[config.mk]
export PLATFORM = sky130hd
export DESIGN_NAME = freq_out_sel
export DESIGN_NICKNAME = d
export VERILOG_FILES = /design/src/rtl/fo_pkg.sv /design/src/rtl/fo_divider.sv /design/src/rtl/fo_rate_mux.sv /design/src/rtl/fo_switch_fsm.sv /design/src/rtl/freq_out_sel.sv
export SDC_FILE = /design/constraint.sdc
export NUM_CORES = 1
export LEC_CHECK = 0
export CAP_MARGIN = 15
export CORE_ASPECT_RATIO = 2
export CORE_MARGIN = 3
export CORE_UTILIZATION = 45
export CTS_BUF_LIST = sky130_fd_sc_hd__clkbuf_8
export DETAILED_ROUTE_END_ITERATION = 10
export SYNTH_ARGS = -nofsm -noshare
export SYNTH_HDL_FRONTEND = slang
export SYNTH_HIERARCHICAL = 1
export SYNTH_SLANG_ARGS = --single-unit
export TNS_END_PERCENT = 50
[constraint.sdc]
create_clock -name clk -period 2.85 [get_ports clk]
set_input_delay 0.4275 -clock clk [delete_from_list [all_inputs] [get_ports clk]]
set_output_delay 0.4275 -clock clk [all_outputs]
set_load 0.01 [all_outputs]
[src/rtl/fo_pkg.sv]
package fo_pkg;

    localparam int unsigned FO_SEL_W   = 4;
    localparam int unsigned FO_TOP_EXP = 20;
    localparam int unsigned FO_CNT_W   = FO_TOP_EXP + 1;
    localparam int unsigned FO_NCODE   = 1 << FO_SEL_W;

    typedef enum logic [1:0] {
        ST_OFF  = 2'd0,
        ST_RUN  = 2'd1,
        ST_HOLD = 2'd2
    } fo_state_e;

    // Counter bit that carries the wave for a given code (code 0 unused).
    function automatic int unsigned fo_exp(input logic [FO_SEL_W-1:0] code);
        case (code)
            4'd1:    return 0;
            4'd2:    return 3;
            4'd3:    return 5;
            default: return int'(code) + 5;
        endcase
    endfunction

endpackage

[src/rtl/fo_divider.sv]
module fo_divider
    import fo_pkg::*;
#(
    parameter int unsigned CNT_W = FO_CNT_W
) (
    input  logic             clk,
    input  logic             rst_n,
    output logic [CNT_W-1:0] cnt
);

    logic [CNT_W-1:0] cnt_q;

    always_ff @(posedge clk) begin
        if (!rst_n) cnt_q <= '0;
        else        cnt_q <= cnt_q + CNT_W'(1);
    end

    assign cnt = cnt_q;


    div_step_chk: assert property (@(posedge clk) disable iff (!rst_n)
        $past(rst_n) |-> cnt_q == CNT_W'($past(cnt_q) + CNT_W'(1)));

endmodule

[src/rtl/fo_rate_mux.sv]
module fo_rate_mux
    import fo_pkg::*;
#(
    parameter int unsigned CNT_W = FO_CNT_W
) (
    input  logic [CNT_W-1:0]    cnt,
    input  logic [FO_SEL_W-1:0] code,
    output logic                tap
);

    logic [FO_NCODE-1:0] taps;
    logic                unused_cnt_bits;

    assign taps[0] = 1'b0;

    for (genvar g = 1; g < FO_NCODE; g++) begin : g_tap
        assign taps[g] = cnt[fo_exp(FO_SEL_W'(g))];
    end

    assign tap             = taps[code];
    assign unused_cnt_bits = ^cnt;

endmodule

[src/rtl/fo_switch_fsm.sv]
module fo_switch_fsm
    import fo_pkg::*;
(
    input  logic                clk,
    input  logic                rst_n,
    input  logic [FO_SEL_W-1:0] req_code,
    input  logic                req_tap,
    input  logic                cur_tap,
    output logic [FO_SEL_W-1:0] cur_code,
    output logic                wave_lo
);

    fo_state_e           state_q, state_d;
    logic [FO_SEL_W-1:0] cur_q, cur_d;
    logic                both_low;

    assign both_low = !cur_tap && !req_tap;

    always_comb begin
        state_d = state_q;
        cur_d   = cur_q;
        unique case (state_q)
            ST_OFF: begin
                if (req_code != '0 && !req_tap) begin
                    state_d = ST_RUN;
                    cur_d   = req_code;
                end
            end
            ST_RUN, ST_HOLD: begin
                if (req_code == cur_q) begin
                    state_d = ST_RUN;
                end else if (both_low) begin
                    cur_d   = req_code;
                    state_d = (req_code == '0) ? ST_OFF : ST_RUN;
                end else begin
                    state_d = ST_HOLD;
                end
            end
            default: begin
                state_d = ST_OFF;
                cur_d   = '0;
            end
        endcase
    end

    always_ff @(posedge clk) begin
        if (!rst_n) begin
            state_q <= ST_OFF;
            cur_q   <= '0;
        end else begin
            state_q <= state_d;
            cur_q   <= cur_d;
        end
    end

    always_comb begin
        cur_code = cur_q;
        wave_lo  = (state_q != ST_OFF) && !cur_tap;
    end


    switch_low_chk: assert property (@(posedge clk) disable iff (!rst_n)
        !$stable(cur_q) |-> ($past(cur_tap) == 1'b0 && $past(req_tap) == 1'b0));


    off_hold_chk: assert property (@(posedge clk) disable iff (!rst_n)
        (state_q == ST_OFF && req_code == '0) |=> state_q == ST_OFF);

endmodule

[src/rtl/freq_out_sel.sv]
module freq_out_sel
    import fo_pkg::*;
#(
    parameter int unsigned CNT_W = FO_CNT_W
) (
    input  logic                clk,
    input  logic                rst_n,
    input  logic [FO_SEL_W-1:0] rate_sel,
    input  logic                bat_gate,
    input  logic                on_backup,
    output logic                pin_drive_low,
    output logic                alarm_block
);

    logic [CNT_W-1:0]    cnt;
    logic [FO_SEL_W-1:0] cur_code;
    logic                cur_tap;
    logic                req_tap;
    logic                wave_lo;
    logic                gated;

    fo_divider #(.CNT_W(CNT_W)) u_div (
        .clk   (clk),
        .rst_n (rst_n),
        .cnt   (cnt)
    );

    fo_rate_mux #(.CNT_W(CNT_W)) u_cur_mux (
        .cnt  (cnt),
        .code (cur_code),
        .tap  (cur_tap)
    );

    fo_rate_mux #(.CNT_W(CNT_W)) u_req_mux (
        .cnt  (cnt),
        .code (rate_sel),
        .tap  (req_tap)
    );

    fo_switch_fsm u_fsm (
        .clk      (clk),
        .rst_n    (rst_n),
        .req_code (rate_sel),
        .req_tap  (req_tap),
        .cur_tap  (cur_tap),
        .cur_code (cur_code),
        .wave_lo  (wave_lo)
    );

    assign gated         = bat_gate && on_backup;
    assign pin_drive_low = wave_lo && !gated;
    assign alarm_block   = (rate_sel != '0);


    gate_release_chk: assert property (@(posedge clk) disable iff (!rst_n)
        (bat_gate && on_backup) |-> !pin_drive_low);

endmodule

# Word-level counts from Yosys, hierarchy flattened
# Index checks and enable logic that the tools add are counted.
# word_totals
regBits	27
latch_bits	0
ramBits	0
romBits	0
word_cells	39
n_memories	0
# classes
add_sub_neg	1
multipliers	0
div	0
order_cmp	2
eq_ne	6
shifts	0
n_mux	13
bitwise	0
reduce_logical	14
# ops
op	n
$add 21x1->21 const B	1
$mux 4	3
$lt 4x5->1 const B	2
$bmux 1 s4	2
$pmux 4 s2	1
$mux 2	3
$logic_and 1x1->1	5
$eq 4x4->1	1
$logic_not 4->1	1
$ne 2x1->1 const B	2
$pmux 2 s2	1
$reduce_bool 4->1	1
$logic_not 1->1	3
$mux 1	3
$reduce_and 3->1	1
$eq 2x1->1 const B	1
$eq 2x2->1 const B	1
$logic_not 2->1	1
$ne 2x2->1 const B	1
$reduce_bool 2->1	1
$reduce_or 2->1	1

# Longest topological paths before layout
# depth
depth_word	7
mapped_depth	8
mapped_depth_nobuf	7

# Modules after synthesis
# Netlist, hierarchy kept.
# by_module_without_submodules
mod	instances	cells_each	area_each_um2	seq_area_each_um2
fo_divider	1	106	929.6	420.4
fo_switch_fsm	1	46	369.1	120.1
fo_rate_mux	2	10	140.1	0.0
freq_out_sel	1	2	15.0	0.0

# Worst setup path after synthesis
# No wires, ideal clock.
# synth_path
path_type	input port to flip-flop
start	input port rate_sel[0]
end	register u_fsm.state_q[1]
t_arrival_ns	2.047
setup_slack_ns	0.733
stages	6
path_cell_list	mux4_1 mux2i_1 mux2i_1 o21a_1 or4_1 a21oi_1
# synth_between
elab_chain_len	7
elab_cells_between_ends	11
classes_between	eq/ne: 2; mux: 5; reduce/logical: 4
# synth_rtl
element	line_no	source
start, declared	freq_out_sel.sv:8	input logic [FO_SEL_W-1:0] rate_sel,
$bmux 1 s4 (*)	fo_rate_mux.sv:20	assign tap = taps[code];
$mux 1 (not written as such) (*)	fo_rate_mux.sv:20	
named net req_tap	freq_out_sel.sv:18	logic req_tap;
$logic_not 1->1 (*)	fo_switch_fsm.sv:17, fo_switch_fsm.sv:24	
$logic_and 1x1->1	fo_switch_fsm.sv:17	assign both_low = !cur_tap && !req_tap;
$mux 2	fo_switch_fsm.sv:32	end else if (both_low) begin
$mux 2	fo_switch_fsm.sv:30	if (req_code == cur_q) begin
$pmux 2 s2	fo_switch_fsm.sv:22	unique case (state_q)
end signal, assigned	fo_switch_fsm.sv:51	state_q <= state_d;
end, declared	fo_switch_fsm.sv:13	fo_state_e state_q, state_d;
# Mark *: on every way through the listed nets, which the timed path passes. The rest lies on a longest branch. The select of a mux whose other input is x is not followed.
# A chain may end at the register's enable or synchronous reset.

# Worst setup path in the final report
# layout_path
start	register u_fsm.cur_q[2] (netlist: u_fsm/cur_code[2])
end	output port pin_drive_low
# layout_between
elab_chain_len	5
# layout_rtl
element	line_no	source
start, declared	fo_switch_fsm.sv:14	logic [FO_SEL_W-1:0] cur_q, cur_d;
start signal, assigned	fo_switch_fsm.sv:52	cur_q <= cur_d;
$bmux 1 s4	fo_rate_mux.sv:20	
$mux 1 (not written as such)	fo_rate_mux.sv:20	
named net cur_tap	freq_out_sel.sv:17	logic cur_tap;
$logic_not 1->1	fo_switch_fsm.sv:58	wave_lo = (state_q != ST_OFF) && !cur_tap;
$logic_and 1x1->1	fo_switch_fsm.sv:58	
named net wave_lo	freq_out_sel.sv:19	logic wave_lo;
$logic_and 1x1->1	freq_out_sel.sv:51	assign pin_drive_low = wave_lo && !gated;
end, declared	freq_out_sel.sv:11	output logic pin_drive_low,
# The timed path passes the listed nets, and every way through them passes these cells. The select of a mux whose other input is x is not followed.

==> impl_metrics.py <==
metrics = {
    "timing": {
        "timing.final.ws_setup_ns": 0.254,
        "setup_viol": 0,
        "fin_crit_ns": 2.60,
        "slew_viol_final": 0,
        "fmax_mhz": 385,
        "setup-tns-final_ns": 0,
        "rsz0062_at_grt": "no",
        "relSlewSlack": 0.588,
        "finalClockSkew_ns": 0.00589,
        "hold_viol": 0,
        "fin_hold_ws_ns": 0.495,
        "worst_slew_pin_slew_ns": 0.618,
        "finalCritPeriodShare": 0.911,
    },
    "cells_and_area": {
        "area_growth_syn_to_layout_pct": 14.3,
        "drive_gt1_frac": 0.100,
        "final_cell_mix": "dfxtp_1 (27), nor2_1 (17), nand2_1 (15)",
        "fill_cells": 318,
        "n_antenna_cell": 0,
        "final-seq-area_um2": 541,
        "layout_commonest_cell": "dfxtp_1",
        "multi_input_area_um2": 990,
        "fin_nets": 202,
    },
    "setup_path": {
        "cp_slowest_cell": "dfxtp_1",
        "startpoint_type": "register",
        "crit_path_end_kind": "primary output",
        "cp.required_ns": 2.42,
        "cp_max_fo": 8,
        "critPathMaxStageDelay_ns": 0.54,
        "cpLargestDelayFamily": "multiplexers",
        "critical_path_depth": 6,
        "path_cells": "mux2i_1 > mux4_2 > mux2i_1 > nor2_1 > a21boi_0 > dlygate4sd2_1",
        "arrival_ns": 2.17,
        "worst_path_most_repeated_cell": "mux2i_1",
        "crit_type": "register to primary output",
        "reg2reg_slack_ns": 0.62,
        "reg2reg_depth": 7,
        "crit_buf_inv": 1,
    },
    "floorplan": {
        "core_area_um2": 3420,
        "initial_core_util": 0.467,
        "rows": 30,
        "dieWidth_um": 48.1,
        "io_pins": 10,
        "die-area_um2": 4340,
        "die_h_um": 90.2,
    },
    "grt": {
        "grt_pass1_vias": 1290,
        "met3_usage": 0.0240,
        "grt_overflow": 0,
        "met2_usage": 0.308,
        "globalRouteMet1Util": 0.211,
        "grt_util_all_layers": 0.184,
        "grt-busiest-layer": "met2",
        "antenna_found_initial": 0,
        "grt_pass1_wl_mm": 5.80,
        "grt_max_degree": 21,
    },
    "clock_tree": {
        "cts_resized": 1,
        "clk_pin_slew_ns": 0.10,
        "ctsHtreeMaxLevel": 1,
        "holdBufCountCts": 0,
        "cts_tree": "yes",
        "cts.sinks": 27,
        "clk_latency_ns": 0.28,
        "cts_setup_buffers": 0,
        "cts_root_buf": "clkbuf_8",
        "cts_buffers": 3,
        "cts_buffer_depth": 2,
    },
    "power_and_ir_drop": {
        "switching_power_w": 0.000187,
        "p_total_w": 0.000721,
        "leakagePower_nw": 0.670,
        "p_comb_frac": 0.129,
        "netSwitchingFraction": 0.260,
        "internal_power_w": 0.000533,
        "pwr-share-seq": 0.558,
        "power.density_nw_per_um2": 396,
        "ir_drop_v": 0.000330,
        "p_clk_frac": 0.313,
    },
    "job": {
        "maxCapViolCount": 0,
    },
    "hold_path": {
        "whs_path_depth": 2,
        "hold_path.class": "register to register",
    },
    "logic_synthesis": {
        "synth-edff-count": 0,
        "syn_nets": 185,
        "yosys-top-cells-area": "dfxtp_1 (34%), mux2i_1 (8.8%), mux4_1 (6.6%), xnor2_1 (4.9%), xor2_1 (4.4%)",
        "synthDistinctLibCells": 32,
        "synthCells": 174,
        "yosys_warnings": 6,
        "synth_top_area_frac": 0.339,
        "ys_seq_area_frac": 0.339,
        "ys_seq_elements": 27,
        "yosysTopAreaCell": "dfxtp_1",
        "ys.flop_type": "dfxtp_1",
        "syn-cell-area_um2": 1590,
        "async_reset_ff_frac": 0,
        "syn_avg_cell_area_um2": 9.16,
    },
    "routing": {
        "firstDrtPassIters": 4,
        "drcViolationCount": 0,
        "wl_per_cell_um": 15.0,
        "antenna_left": 0,
        "num_vias": 1356,
        "initialDrtViolationCount": 22,
        "wirelength_mm": 3.58,
        "avgViaCountPerCell": 5.70,
    },
    "place": {
        "place_congestion": 0.790,
        "place.port_buffers": 9,
        "place_hpwl_mm": 2.77,
        "place_ws_ns": 0.0713,
    },
    "run_status": {
        "status": "complete, no violations",
    },
}
-- logic make-up (layout without fill, tap and decap cells) --
family | count (synthesis) | after routing | share of synthesized area
compound gates | 20 | 20 | 0.0714
fa+ha+maj | 3 | 3 | 0.0236
buf+inv | 13 | 29 | 0.0400
simple gates | 74 | 74 | 0.250
xor+xnor | 17 | 17 | 0.0934
flops | 27 | 27 | 0.339
mux | 20 | 20 | 0.182
-- through the flow --
step	utilization	cells	area [µm²]
global placement	0.519	234	1770
global route	0.533	238	1820
floorplan	-	174	1590
CTS	0.533	238	1820
detailed placement	0.519	234	1770
finish	0.533	238	1820
-- power by group through the flow --
stage,logic [W],registers (W),clock network [W]
after floorplan,0.0000598,0.000407,0
after global placement,0.0000917,0.000411,0
after detailed placement,0.0000936,0.000411,0
after CTS,0.0000927,0.000402,0.000229
after global routing,0.000103,0.000404,0.000245
final,0.0000933,0.000402,0.000225
-- registers in the layout, summed over array words and instances (netlist names) --
signal / flops
u_fsm/state_q: 2
u_fsm/cur_code: 4
u_div/cnt: 21
-- final cells by class --
cell class,instances,share of cell area
multi-input combinational,134,0.543
tap,48,0.0330
inverter,7,0.0144
sequential,27,0.297
clock inverter,1,0.00412
clock buffer,3,0.0227
timing repair buffer,18,0.0859
-- path summary, 6_finish.rpt --
path                     startpoint          endpoint
hold / removal     u_fsm/state_q[0]  u_fsm/state_q[0]
setup / recovery  u_fsm/cur_code[2]     pin_drive_low
hold reg to reg    u_fsm/state_q[0]  u_fsm/state_q[0]
setup reg to reg      u_div/cnt[11]  u_fsm/state_q[1]
-- cells in the mapped netlist (all sizes together) (2+ instances only) --
| cell type | number |
|---|---|
| a21oi | 8 |
| buf | 3 |
| clkbuf | 3 |
| dfxtp | 27 |
| ha | 3 |
| inv | 7 |
| mux2i | 14 |
| mux4 | 6 |
| nand2 | 15 |
| nand3 | 13 |
| nand4 | 6 |
| nand4b | 2 |
| nor2 | 17 |
| nor3 | 3 |
| nor4 | 7 |
| o21ai | 7 |
| or3 | 4 |
| or4 | 4 |
| xnor2 | 9 |
| xor2 | 8 |
-- layer usage --
metal	part of all wire	vias to the layer above	wire [µm]
met5	0	-	0
met4	0.026	0	93
met3	0.024	9	87
met2	0.55	29	1990
met1	0.40	649	1420
li1	-	669	-
-- tightest hold or removal path: cells and delay by family, from the launching register on --
family / cells / cell delay [ns]
DFF: 1 / 0.34
and+or+nand+nor: 1 / 0.06
AOI/OAI and AO/OA: 1 / 0.06
Note: power is estimated with default switching activity, not from simulation.
